$ cat src/rtl/tstamp_pkg.sv
package tstamp_pkg;
  localparam int CTRL_BITS = 5;
  localparam int B_TX_ON_ACK = 0;
  localparam int B_CMP_RELOAD = 1;
  localparam int B_ID_RELOAD = 2;
  localparam int B_AUTO_DIS = 3;
  localparam int B_RX_EN = 4;

  localparam logic [2:0] A_CTRL = 3'd0;
  localparam logic [2:0] A_RELOAD = 3'd1;
  localparam logic [2:0] A_COMPARE = 3'd2;
  localparam logic [2:0] A_TXCAP = 3'd3;
  localparam logic [2:0] A_RXCAP = 3'd4;
  localparam logic [2:0] A_COUNT = 3'd5;
  localparam logic [2:0] A_IRQ = 3'd6;

  typedef struct packed {
    logic load;
    logic step;
    logic capTx;
    logic capRx;
  } dpStrobe_t;
endpackage

$ cat src/rtl/tstamp_datapath.sv
module tstamp_datapath
  import tstamp_pkg::*;
#(
  parameter int CNT_W = 16
) (
  input  logic             clk,
  input  logic             rstN,
  input  dpStrobe_t        stb,
  input  logic [CNT_W-1:0] reloadVal,
  output logic [CNT_W-1:0] count,
  output logic [CNT_W-1:0] txCap,
  output logic [CNT_W-1:0] rxCap
);
  localparam logic [CNT_W-1:0] ALL_ONES = {CNT_W{1'b1}};

  always_ff @(posedge clk) begin
    if (!rstN) begin
      count <= '0;
      txCap <= '0;
      rxCap <= '0;
    end else begin
      if (stb.load) count <= reloadVal;
      else if (stb.step) count <= count + 1'b1;
      if (stb.capTx) txCap <= count;
      if (stb.capRx) rxCap <= count;
    end
  end

  p_reload_wins_r6: assert property (@(posedge clk) disable iff (!rstN)
    stb.load |=> count == $past(reloadVal));
  p_wrap_zero_r3: assert property (@(posedge clk) disable iff (!rstN)
    (stb.step && count == ALL_ONES) |=> count == '0);
  p_rx_hold_r9: assert property (@(posedge clk) disable iff (!rstN)
    !stb.capRx |=> $stable(rxCap));
endmodule

$ cat src/rtl/tstamp_ctrl.sv
module tstamp_ctrl
  import tstamp_pkg::*;
#(
  parameter int CNT_W = 16
) (
  input  logic             clk,
  input  logic             rstN,
  input  logic             regWe,
  input  logic [2:0]       regAddr,
  input  logic [CNT_W-1:0] regWdata,
  output logic [CNT_W-1:0] regRdata,
  input  logic             tick,
  input  logic             txReqSet,
  input  logic             txAck,
  input  logic             rxStored,
  input  logic             rxIdMatch,
  input  logic [CNT_W-1:0] count,
  input  logic [CNT_W-1:0] txCap,
  input  logic [CNT_W-1:0] rxCap,
  output dpStrobe_t        stb,
  output logic [CNT_W-1:0] reloadVal,
  output logic             irqFlag
);
  localparam int PAD_W = CNT_W - CTRL_BITS;

  logic [CTRL_BITS-1:0] ctrlReg;
  logic [CNT_W-1:0] compareReg;
  logic idEvent, cmpHit, autoDis, irqClear;

  assign idEvent = rxStored && rxIdMatch;
  assign cmpHit = tick && (count == compareReg);
  assign autoDis = idEvent && ctrlReg[B_AUTO_DIS];
  assign irqClear = regWe && (regAddr == A_IRQ) && regWdata[0];

  always_comb begin
    stb.load = (cmpHit && ctrlReg[B_CMP_RELOAD]) || (idEvent && ctrlReg[B_ID_RELOAD]);
    stb.step = tick && !stb.load;
    stb.capTx = ctrlReg[B_TX_ON_ACK] ? txAck : txReqSet;
    stb.capRx = rxStored && ctrlReg[B_RX_EN] && !autoDis;
  end

  always_ff @(posedge clk) begin
    if (!rstN) begin
      ctrlReg <= '0;
      reloadVal <= '0;
      compareReg <= '0;
      irqFlag <= 1'b0;
    end else begin
      if (regWe && regAddr == A_CTRL) ctrlReg <= regWdata[CTRL_BITS-1:0];
      if (autoDis) ctrlReg[B_RX_EN] <= 1'b0;
      if (regWe && regAddr == A_RELOAD) reloadVal <= regWdata;
      if (regWe && regAddr == A_COMPARE) compareReg <= regWdata;
      if (cmpHit) irqFlag <= 1'b1;
      else if (irqClear) irqFlag <= 1'b0;
    end
  end

  always_comb begin
    case (regAddr)
      A_CTRL:    regRdata = {{PAD_W{1'b0}}, ctrlReg};
      A_RELOAD:  regRdata = reloadVal;
      A_COMPARE: regRdata = compareReg;
      A_TXCAP:   regRdata = txCap;
      A_RXCAP:   regRdata = rxCap;
      A_COUNT:   regRdata = count;
      A_IRQ:     regRdata = {{(CNT_W-1){1'b0}}, irqFlag};
      default:   regRdata = '0;
    endcase
  end

  p_irq_sticky_r5: assert property (@(posedge clk) disable iff (!rstN)
    (irqFlag && !irqClear) |=> irqFlag);
  p_id_no_irq_r6: assert property (@(posedge clk) disable iff (!rstN)
    (idEvent && !cmpHit && !irqFlag) |=> !irqFlag);
  p_auto_dis_r9: assert property (@(posedge clk) disable iff (!rstN)
    autoDis |=> !ctrlReg[B_RX_EN]);
  p_hit_sets_r5: assert property (@(posedge clk) disable iff (!rstN)
    cmpHit |=> irqFlag);
endmodule

$ cat src/rtl/can_tstamp_timer.sv
module can_tstamp_timer
  import tstamp_pkg::*;
#(
  parameter int CNT_W = 16
) (
  input  logic             clk,
  input  logic             rstN,
  input  logic             regWe,
  input  logic [2:0]       regAddr,
  input  logic [CNT_W-1:0] regWdata,
  output logic [CNT_W-1:0] regRdata,
  input  logic             tick,
  input  logic             txReqSet,
  input  logic             txAck,
  input  logic             rxStored,
  input  logic             rxIdMatch,
  output logic             irq
);
  dpStrobe_t stb;
  logic [CNT_W-1:0] count, txCap, rxCap, reloadVal;

  tstamp_ctrl #(.CNT_W(CNT_W)) uCtrl (
    .clk(clk), .rstN(rstN), .regWe(regWe), .regAddr(regAddr),
    .regWdata(regWdata), .regRdata(regRdata), .tick(tick),
    .txReqSet(txReqSet), .txAck(txAck), .rxStored(rxStored),
    .rxIdMatch(rxIdMatch), .count(count), .txCap(txCap), .rxCap(rxCap),
    .stb(stb), .reloadVal(reloadVal), .irqFlag(irq)
  );

  tstamp_datapath #(.CNT_W(CNT_W)) uDp (
    .clk(clk), .rstN(rstN), .stb(stb), .reloadVal(reloadVal),
    .count(count), .txCap(txCap), .rxCap(rxCap)
  );
endmodule

$ cat config.mk
export PLATFORM = sky130hd
export DESIGN_NAME = can_tstamp_timer
export DESIGN_NICKNAME = d
export VERILOG_FILES = /design/src/rtl/tstamp_pkg.sv /design/src/rtl/tstamp_datapath.sv /design/src/rtl/tstamp_ctrl.sv /design/src/rtl/can_tstamp_timer.sv
export SDC_FILE = /design/constraint.sdc
export NUM_CORES = 1
export LEC_CHECK = 0
export CORE_MARGIN = 5
export CORE_UTILIZATION = 45
export CTS_BUF_LIST = sky130_fd_sc_hd__clkbuf_8
export DETAILED_ROUTE_END_ITERATION = 12
export PLACE_DENSITY = 0.66
export SLEW_MARGIN = 30
export SYNTH_ARGS = -nofsm -noshare
export SYNTH_HDL_FRONTEND = slang
export SYNTH_SLANG_ARGS = --single-unit
$ cat constraint.sdc
create_clock -name clk -period 2.77 [get_ports clk]
set_input_delay 0.6925 -clock clk [delete_from_list [all_inputs] [get_ports clk]]
set_output_delay 0.6925 -clock clk [all_outputs]
set_load 0.02 [all_outputs]
Word level (Yosys, flattened, before mapping):

Cells that the tools add are included.

* memories: 0
* bits in read-only memories: 0
* register bits: 86
* output and inout bits: 17
* RAM bits: 0
* bits of input ports: 27
* bits in latches: 0

* multiplexer cells: 6
* magnitude comparators: 0
* eq/ne operators: 7
* multipliers: 0
* add/subtract/negate cells: 1
* divide/modulo/power cells: 0
* reductions and logical operators: 20
* bitwise gates (word level): 1
* shift-type cells: 0

Operators by type and width (number)
* 16-bit one-hot mux with 7 select lines: 1
* 16-bit 2-to-1 mux: 2
* 16-bit by 1-bit adder with 16-bit output (second input constant): 1
* 16-bit == test: 1
* 1-bit logical AND: 13
* 3-bit == test (second input constant): 3
* 3-bit by 2-bit == test with 1-bit output (second input constant): 2
* 2-bit nonzero test: 2
* 3-bit by 1-bit == test with 1-bit output (second input constant): 1
* 3-bit zero test: 1
* 1-bit 2-to-1 mux: 3
* 1-bit zero test: 2
* 2-bit OR reduction: 1
* 1-bit logical OR: 1
* 1-bit inverter: 1

Longest topological paths before layout:

* depth in word-level cells: 8
* depth in mapped cells: 7
* gate-level depth less buffers: 6

Cells and area by module:

Synthesis repeated with hierarchy kept, for this count alone.

* cell total of the unflattened synthesis: 487
* area, all modules: 4493.1 µm²

By module, submodules not included
* tstamp_ctrl: area each 2404.8 µm², sequential area each 760.7 µm², cells each 282, instances 1
* tstamp_datapath: area each 2088.3 µm², sequential area each 960.9 µm², cells each 205, instances 1

Least setup slack after synthesis:

Ideal clock, no wire load.

* path type: input port to output port
* start point: input regAddr[2]
* end point: output regRdata[11]
* data arrival time: 1.979 ns
* path slack: 0.099 ns
* stages: 6
* cells stage by stage: buf_1 buf_1 mux2i_1 nor2_1 a21oi_1 a21oi_1

* cells in the longest elaborated chain, start to end: 2

RTL lines
* start: declaration: RTL line can_tstamp_timer.sv:9 `input logic [2:0] regAddr,`
* 3-bit == test, or another cell as far along: RTL line tstamp_ctrl.sv:59 `case (regAddr)`
* 16-bit one-hot mux with 7 select lines (*): RTL line tstamp_ctrl.sv:59
* end: declaration: RTL line can_tstamp_timer.sv:11 `output logic [CNT_W-1:0] regRdata,`

Every way passes the cells marked *; elsewhere a longest branch is shown, timed or not.

Worst setup path in the final report:

* start point: input regAddr[2]
* end point: output regRdata[0]

Same word-level chain as after synthesis.

==> flow_summary.yaml <==
floorplanning:
  core-area_sq_mm: 0.00977
  start_util_pct: 46.1
  die_w_um: 110
  io_pins: 44
  die_y_um: 110
  die_area_sq_mm: 0.0121
  rows: 36
setup_path:
  path_depth: 5
  worstSetupEndpointType: "output pin"
  crit_chain: "dlygate4sd2_1 > buf_6 > mux4_2 > mux2_2 > buf_2"
  slowest_stage: "mux4_2"
  crit_fanout: 5
  reg2regPathDepth: 7
  worstSetupPathType: "input port to output pin"
  worst-path-buf-inv: 3
  crit_required_ns: 2.08
  slowest_delay_ns: 0.48
  cp-start-kind: "input port"
  critical_path.top_delay_family: "multiplexers"
  crit_arrival_ns: 1.98
finish:
  final_common_cell: "nand2_1"
  multi_input_area_sq_mm: 0.00257
  nets: 629
  diodes: 0
  drive_gt1_share_pct: 15.5
  nFillCells: 946
  final_cell_mix: "nand2_1, dfxtp_1, a21boi_0"
  final_area_sq_mm: 0.00541
  register_area_sq_mm: 0.00172
  area.growth.synth_to_final_pct: 20.1
clock_network:
  insertion_delay_ns: 0.37
  cts_tree: "yes"
  cts_root_buf: "clkbuf_8"
  cts.sinks: 86
  hold_buffers: 0
  cts_max_level: 3
  clk_pin_slew_worst_paths_ns: 0.08
  numCtsBuffers: 9
  clockBufferDepth: 2
grt:
  grt_start_max_net_pins: 58
  grt_pass1_wl_um: 20800
  antenna_found_initial: 0
  grt_pass1_vias: 3916
  overflow: 0
  gr-usage-all-layers_pct: 22.7
placement:
  hpwl_um: 9360
  io_buffers: 43
  gp_congestion: 0.920
  dpl_cell_area_sq_mm: 0.00522
  pre_cts_ws_ns: -0.608
power:
  power.density_mw_per_mm2: 453
  leakagePower_uw: 0.00203
  ir_drop_mv: 0.273
synthesis:
  avgSynthCellArea_sq_um: 8.20
  yosysTopAreaCell: "dfxtp_1"
  ys_async_sr_fraction_pct: 0
  ys_warn_count: 0
  ys.flop_type: "dfxtp_1"
  yosysUniqueCellTypes: 40
  synthTopCellsByArea: "dfxtp_1, nand2_1, a21boi_0"
  synth-edff-count: 0
  ys_seq_area_share_pct: 38.2
  yosys.area.top_type_share_pct: 38.2
  syn-num-nets: 577
  syn-cell-area_sq_mm: 0.00450
  ys_seq_elements: 86
  syn_inst: 549
timing:
  slew_headroom_pct: 61.1
  max_freq_mhz: 374
  period_minus_slack_ns: 2.68
  fin_skew_ns: 0.0184
  slew_violations: 0
  finalHoldViolations: 0
  post-route-period-util_pct: 96.6
  rsz0062_at_grt: "no"
  fin_ws_ns: 0.0928
  setup_violations: 0
  worstMarginPinSlew_ns: 0.582
  whs_ns: 0.465
hold_path:
  worstHoldPathType: "register to register"
  holdPathStages: 2
drt:
  final_antenna_net_count: 0
  dr.pass1.iters: 5
  viasPerCell: 5.40
  drt_wl_total_um: 12800
  wl_per_cell_um: 17.3
  vias: 3986
  remaining_drc_errors: 0
  drt_iter0_markers: 311
status:
  outcome: "completed"
flow_run:
  cap_violations: 0
==> cells in the mapped netlist (6+ instances only) <==
cell type	count
nand2_1	172
dfxtp_1	86
a21boi_0	56
clkbuf_1	38
mux2i_1	38
xnor2_1	17
nor2b_1	11
a21boi_1	9
inv_1	9
xor2_1	9
a21oi_1	8
nor2_1	8
a22oi_1	7
nand3_1	7
nand4_1	6
o221ai_1	6
o22ai_1	6
==> worst reg2reg max path, stage by stage, from the launching register on <==
cell	delay (ns)
dfxtp_1	0.33
buf_4	0.17
xor2_1	0.17
a2111o_1	0.44
a2111oi_4	0.34
a31oi_4	0.14
buf_4	0.21
mux2i_1	0.14
==> cells by family after synthesis <==
group	Yosys count	share of synthesized area [%]
AOI/OAI and AO/OA	105	17.7
xor gates and xnor gates	26	5.06
adders and majority gates	1	0.278
buffers and inverters	55	4.97
DFF	86	38.2
muxes	48	12.2
and+or+nand+nor	228	21.5
==> final cells by class <==
cell class              instances  area share [%]
multi-input cells             408            47.6
flip-flops and latches         86            31.8
repair buffers                 87            13.2
well taps                     133            3.08
clock buffers                  10            2.54
clock inverters                 5            1.09
inverters                       9           0.625
==> routing by layer <==
metal	up-vias	part of all wire (%)	global-route usage (%)
met5	-	0	0
met4	0	2.8	9.26
met3	34	7.4	3.73
met2	157	44	34.6
met1	1841	46	31.8
li1	1954	-	-
==> sequential cells by signal, indices dropped and copies added (netlist names) <==
register,cells
uCtrl.compareReg,16
uCtrl.ctrlReg,5
uCtrl.irqFlag,1
uCtrl.reloadVal,16
uDp.count,16
uDp.rxCap,16
uDp.txCap,16
==> power by group <==
group	internal, uW	total, uW	switching, uW
logic	136	281	145
registers	1250	1280	26.1
clock network	440	891	451
==> metrics by stage <==
step	TNS, ns	power (uW)	std cells	utilization (%)
final	0	2450	738	55.3
after detailed placement	-8.69	1580	718	53.4
after global routing	0	2540	738	55.3
after global placement	-8.34	1580	718	53.4
after floorplan	0	1450	549	-
after CTS	0	2460	738	55.3
==> path summary, 6_finish.rpt <==
| kind | startpoint | to | slack [ns] |
|---|---|---|---|
| worst max-delay path | regAddr[2] | regRdata[0] | 0.09 |
| worst min-delay path | uDp.txCap[6] | uDp.txCap[6] | 0.47 |
| worst min register to register | uDp.txCap[6] | uDp.txCap[6] | 0.47 |
| worst max register to register | uDp.count[4] | uDp.count[5] | 0.71 |
==> repair_timing <==
item | CTS | global route
gates resized for setup | 84 | 0
setup endpoints to repair | 16 | 0
buffers inserted | 4 | 0
Power figures use the tool's default switching activity.
